--- config.mk ---
export PLATFORM = sky130hd
export DESIGN_NAME = edge_capture_unit
export DESIGN_NICKNAME = d
export VERILOG_FILES = /design/src/rtl/edge_capture_unit.sv
export SDC_FILE = /design/constraint.sdc
export NUM_CORES = 1
export LEC_CHECK = 0
export BUFFER_PORTS_ARGS = -buffer_cell sky130_fd_sc_hd__buf_4
export CORE_ASPECT_RATIO = 0.75
export CORE_MARGIN = 5
export CORE_UTILIZATION = 31
export CTS_BUF_LIST = sky130_fd_sc_hd__clkbuf_4
export DETAILED_ROUTE_END_ITERATION = 16
export SLEW_MARGIN = 20
export SYNTH_ARGS = -nofsm -noshare
export SYNTH_HDL_FRONTEND = slang
export SYNTH_SLANG_ARGS = --single-unit
--- constraint.sdc ---
create_clock -name clk -period 3.2 [get_ports clk]
set_clock_uncertainty 0.05 [all_clocks]
set_input_delay 0.32 -clock clk [delete_from_list [all_inputs] [get_ports clk]]
set_output_delay 0.32 -clock clk [all_outputs]
set_load 0.03 [all_outputs]
--- src/rtl/edge_capture_unit.sv ---
module edge_capture_unit #(
  parameter int TW = 16,
  parameter int MW = 4
) (
  input  logic          clk,
  input  logic          rst_n,
  input  logic [MW-1:0] mode,
  input  logic          cap_pin,
  input  logic [TW-1:0] timer_val,
  input  logic          flag_clr,
  output logic [TW-1:0] cap_value,
  output logic          cap_flag
);
  localparam logic [MW-1:0] M_OFF  = MW'(0);
  localparam logic [MW-1:0] M_FALL = MW'(4);
  localparam logic [MW-1:0] M_RISE = MW'(5);
  localparam logic [MW-1:0] M_DIV4 = MW'(6);
  localparam logic [MW-1:0] M_DIV16 = MW'(7);
  localparam int CW = 4;

  logic          s1, s2, prev;
  logic [MW-1:0] mode_q;
  logic [CW-1:0] cnt;

  wire off       = (mode == M_OFF);
  wire chg       = (mode != mode_q);
  wire rise      = s2 & ~prev;
  wire fall      = ~s2 & prev;
  wire prescaled = (mode == M_DIV4) || (mode == M_DIV16);
  wire [CW-1:0] lim = (mode == M_DIV4) ? CW'(3) : CW'(15);
  wire hit       = prescaled & rise & ~chg & (cnt == lim);
  wire take      = ((mode == M_FALL) & fall) | ((mode == M_RISE) & rise) | hit;

  always_ff @(posedge clk or negedge rst_n) begin
    if (!rst_n) begin
      s1 <= 1'b0;
      s2 <= 1'b0;
      prev <= 1'b0;
      mode_q <= M_OFF;
      cnt <= '0;
      cap_value <= '0;
      cap_flag <= 1'b0;
    end else begin
      s1 <= cap_pin;
      s2 <= s1;
      prev <= s2;
      mode_q <= mode;
      if (off) begin
        cnt <= '0;
        cap_value <= '0;
        cap_flag <= 1'b0;
      end else begin
        if (chg || !prescaled) cnt <= '0;
        else if (rise) cnt <= hit ? '0 : cnt + 1'b1;
        if (take) cap_value <= timer_val;
        if (take) cap_flag <= 1'b1;
        else if (flag_clr) cap_flag <= 1'b0;
      end
    end
  end
endmodule


=== Word level (Yosys, flattened, before mapping) ===
Index checks and enable logic that the tools add are counted.

* Flip-flop bits (word level): 28
* Output and inout bits: 17
* Word-level logic and storage cells: 43

* $add $sub $neg: 1
* Equal/unequal tests: 6
* Mux-type cells: 10
* Bitwise operators: 12
* Reduce and logical (&&, ||, !) cells: 7

{| class="wikitable"
|+ Operators with widths
! operator !! number
|-
| $mux W16 || 2
|-
| $mux W4 || 5
|-
| $eq A4 B3 Y1 const B || 4
|-
| $and A1 B1 Y1 || 7
|-
| $reduce_bool A3 Y1 || 2
|-
| $add A4 B1 Y4 const B || 1
|-
| $eq A4 B4 Y1 || 1
|-
| $logic_not A4 Y1 || 1
|-
| $ne A4 B4 Y1 || 1
|-
| $mux W1 || 3
|-
| $not A1 Y1 || 3
|-
| $logic_or A1 B1 Y1 || 2
|-
| $or A1 B1 Y1 || 2
|-
| $reduce_bool A2 Y1 || 1
|-
| $logic_not A1 Y1 || 1
|}

=== Logic depth before layout (Yosys ltp) ===
* Word-level depth: 9
* Mapped depth: 6
* Gate-level depth less buffers: 5

=== Worst setup path after synthesis ===
OpenSTA, ideal clock, no wires.

* Path kind: register to register
* Start: register cnt[0]
* End: register cap_value[10]
* Setup time: 0.125 ns
* Data arrival time: 1.898 ns
* Slack: 1.126 ns
* Cell stages (with the launch flop): 7
* Buffers on the path: 1
* Path through: dfrtp_1 ha_1 or3b_1 mux2i_1 a41oi_4 buf_6 mux2_4

* Word-level cells in the longest chain between the ends: 4

{| class="wikitable"
|+ RTL lines
! element !! RTL line !! text
|-
| start, declared || 23 || <nowiki>logic [CW-1:0] cnt;</nowiki>
|-
| start signal, assigned || 54 || <nowiki>else if (rise) cnt <= hit ? '0 : cnt + 1'b1;</nowiki>
|-
| $eq A4 B4 Y1 || 31 || <nowiki>wire hit = prescaled & rise & ~chg & (cnt == lim);</nowiki>
|-
| $and A1 B1 Y1 || 31 ||
|-
| $or A1 B1 Y1 || 32 || <nowiki>wire take = ((mode == M_FALL) & fall) | ((mode == M_RISE) & rise) | hit;</nowiki>
|-
| $reduce_bool A2 Y1 (no source line) || -- ||
|-
| end signal, assigned || 55 || <nowiki>if (take) cap_value <= timer_val;</nowiki>
|-
| end, declared || 11 || <nowiki>output logic [TW-1:0] cap_value,</nowiki>
|}

No other way between the ends.
A chain may end at the register's enable or synchronous reset.

=== Worst setup path in the final report ===
* Start: register cnt[0]
* End: register cap_value[12]

The elaborated chain is that of the path after synthesis.

==> reports/metrics.csv <==
stage,metric,value,unit
pwr,vdd_drop_max,0.244,mV
cells_and_area,mostFrequentLayoutCells,"buf_4 (41), dfrtp_1 (28), and2b_1 (13), mux2_4 (9), mux2_2 (7)",
global_routing,grt.met2_usage,16.4,%
cells_and_area,layout_commonest_cell,buf_4,
floorplanning,core_area,4050,µm²
clock_network,htreeDepth,1,
cells_and_area,num-fill-cells,407,
setup_path,path_delay_family,multiplexers,
pwr,p_leak,0.878,nW
synth,synthArstFlopShare,100,%
floorplanning,io_pins,41,
clock_network,holdBufCountCts,1,
synth,yosys_warnings,0,
synth,yosysTopAreaCellShare,53.7,%
cells_and_area,area_growth,33.0,%
sta,max_slew_margin,47.9,%
setup_path,cp_data_arrival_time,2550,ps
pwr,powerDensity,487,nW/µm²
clock_network,cts_resized,0,
placement,numPortBuffers,40,
setup_path,crit_path_cell_trace,ha_1 -> or3b_1 -> mux2i_1 -> a41oi_4 -> mux2_4,
drt,wl_per_cell,13.5,µm
sta,finalHoldViolCount,0,
setup_path,rr_worst_depth,5,
synth,synthTopCellsByArea,"dfrtp_1 (54%), mux2_4 (10%), and2b_1 (7.5%), mux2_2 (6.0%), a2111oi_4 (2.1%)",
synth,synth_cell_types,28,
setup_path,crit_path_end_kind,flop,
synth,yosysSeqAreaShare,53.7,%
sta,worst_slew_pin_slew,779,ps
drt,vias_per_cell,4.50,
cells_and_area,antenna_cells,0,
sta,min_period,2370,ps
clock_network,post_cts_buffers,0,
sta,timing.final.ws_setup,832,ps
floorplanning,initial_core_util,32.2,%
setup_path,crit_path_start_kind,flop,
floorplanning,dieArea,5620,µm²
sta,slew_violations,0,
cells_and_area,layout.nets,166,
global_routing,grt_pass1_wl,4550,µm
setup_path,worstSetupPathDepth,5,
synth,syn_avg_cell_area,13.6,µm²
setup_path,worst-setup-path-type,flop to flop,
sta,fin_crit_sh,74.0,%
job,drv_cap,0,
cells_and_area,register_area,701,µm²
drt,postRouteWirelength,2630,µm
clock_network,clock-sinks,28,
sta,tns,0,ps
global_routing,gr-total-overflow,0,
global_routing,busiest_layer,met2,
drt,drc,0,
setup_path,slowest_stage,a41oi_4,
clock_network,clockBufferDepth,2,
worst_hold_path,min_delay_path_depth,1,
synth,synthesis.nets,121,
placement,place.gp.congestion,0.741,
clock_network,cts_tree,built,
sta,whs,39.9,ps
global_routing,grt_use_met1,13.3,%
sta,fmax,422,MHz
global_routing,antenna_found_initial,0,
drt,vias,878,
cells_and_area,drive_gt1_share,47.1,%
synth,synth_seq_cells,28,
drt,drt_iter0_drc,27,
synth,synth_cells,96,
floorplanning,row_count,20,
cells_and_area,fin_cells,195,
global_routing,grt_pass1_vias,952,
placement,place_worst_setup_slack,827,ps
global_routing,grt_usage,10.2,%
synth,synth-edff-count,0,
sta,rsz0062_at_grt,no,
floorplanning,die_y,66.2,µm
drt,dr.pass1.iters,4,
clock_network,clock_latency,320,ps
synth,synth_top_area_cell,dfrtp_1,
global_routing,grt_use_met3,4.36,%
worst_hold_path,timing.hold.worst.class,input pin to flop,
clock_network,root_buffer,clkbuf_4,
sta,finalSetupViolCount,0,
placement,dp.cells,190,
synth,synthFlopType,dfrtp_1,
outcome,status,"complete, no violations",
synth,synth_area,1310,µm²
setup_path,cpPeakStageDelay,440,ps
global_routing,grt_max_degree,29,
cells_and_area,utilization,42.8,%
cells_and_area,multiInputGateArea,592,µm²
floorplanning,fp.dieW,84.9,µm
setup_path,path_buf_inv,0,
clock_network,cts_buffers,3,
setup_path,crit_required,3380,ps
setup_path,crit_path_max_fanout,17,
drt,antenna_left,0,
clock_network,clk_pin_slew,150,ps
## state kept, by name, summed over array words and instances (netlist names)
name,count
prev,1
cnt,4
cap_value,16
s1,1
cap_flag,1
mode_q,4
s2,1
## worst register-to-register path, stage by stage, from the launching register on
cell	delay (ps)
dfrtp_1	420
ha_1	200
or3b_1	350
mux2i_1	370
a41oi_4	440
mux2_4	450
## metal layers
| layer | share of wire, % | vias up |
|---|---|---|
| met5 | 0 | - |
| met3 | 7.5 | 0 |
| li1 | - | 423 |
| met2 | 46 | 31 |
| met1 | 46 | 424 |
| met4 | 0 | 0 |
## cell families (layout without fill, tap and decap cells)
kind of cell	after synthesis	count (layout)	share of synthesized area (%)
flops	28	28	53.7
compound gates	7	7	6.14
mux	18	18	17.9
buf+inv	3	47	1.44
simple gates	38	38	19.2
xor+xnor	1	1	0.671
fa+ha+maj	1	1	0.959
## cell type report
type,instances,share of cell area (%)
clock buffer,3,1.30
sequential,28,40.4
inverter,1,0.216
tap,55,3.97
clock inverter,1,1.73
multi-input combinational,65,34.1
timing repair buffer,42,18.3
## stage by stage
| stage | total power, mW | area [µm²] |
|---|---|---|
| after global routing | 0.893 | 1740 |
| after global placement | 0.620 | 1670 |
| after detailed placement | 0.625 | 1670 |
| after floorplan | 0.532 | 1310 |
| final | 0.845 | 1740 |
| after CTS | 0.858 | 1740 |
## worst paths after layout
path                            startpoint            end  slack [ps]
worst max-delay path                cnt[0]  cap_value[12]         830
worst max register to register      cnt[0]  cap_value[12]         830
worst min register to register          s1             s2         320
max in group asynchronous            rst_n         cnt[2]        2470
worst min-delay path               cap_pin             s1          40
min in group asynchronous            rst_n           prev         380
## synth_stat cells, types with 2 or more instances
master     n
a21oi_1    4
and2b_1   13
dfrtp_1   28
mux2_2     7
mux2_4     9
mux2i_1    2
nand2_1    5
nand2b_1   2
nand3_1    2
nor2b_1    4
or3_1      2
or3b_1     2
## power breakdown
group          internal, mW  switching, mW
Sequential            0.387         0.0170
Clock                 0.127          0.103
Combinational         0.105          0.107
Total                 0.618          0.227
(Power assumes the default switching activity.)
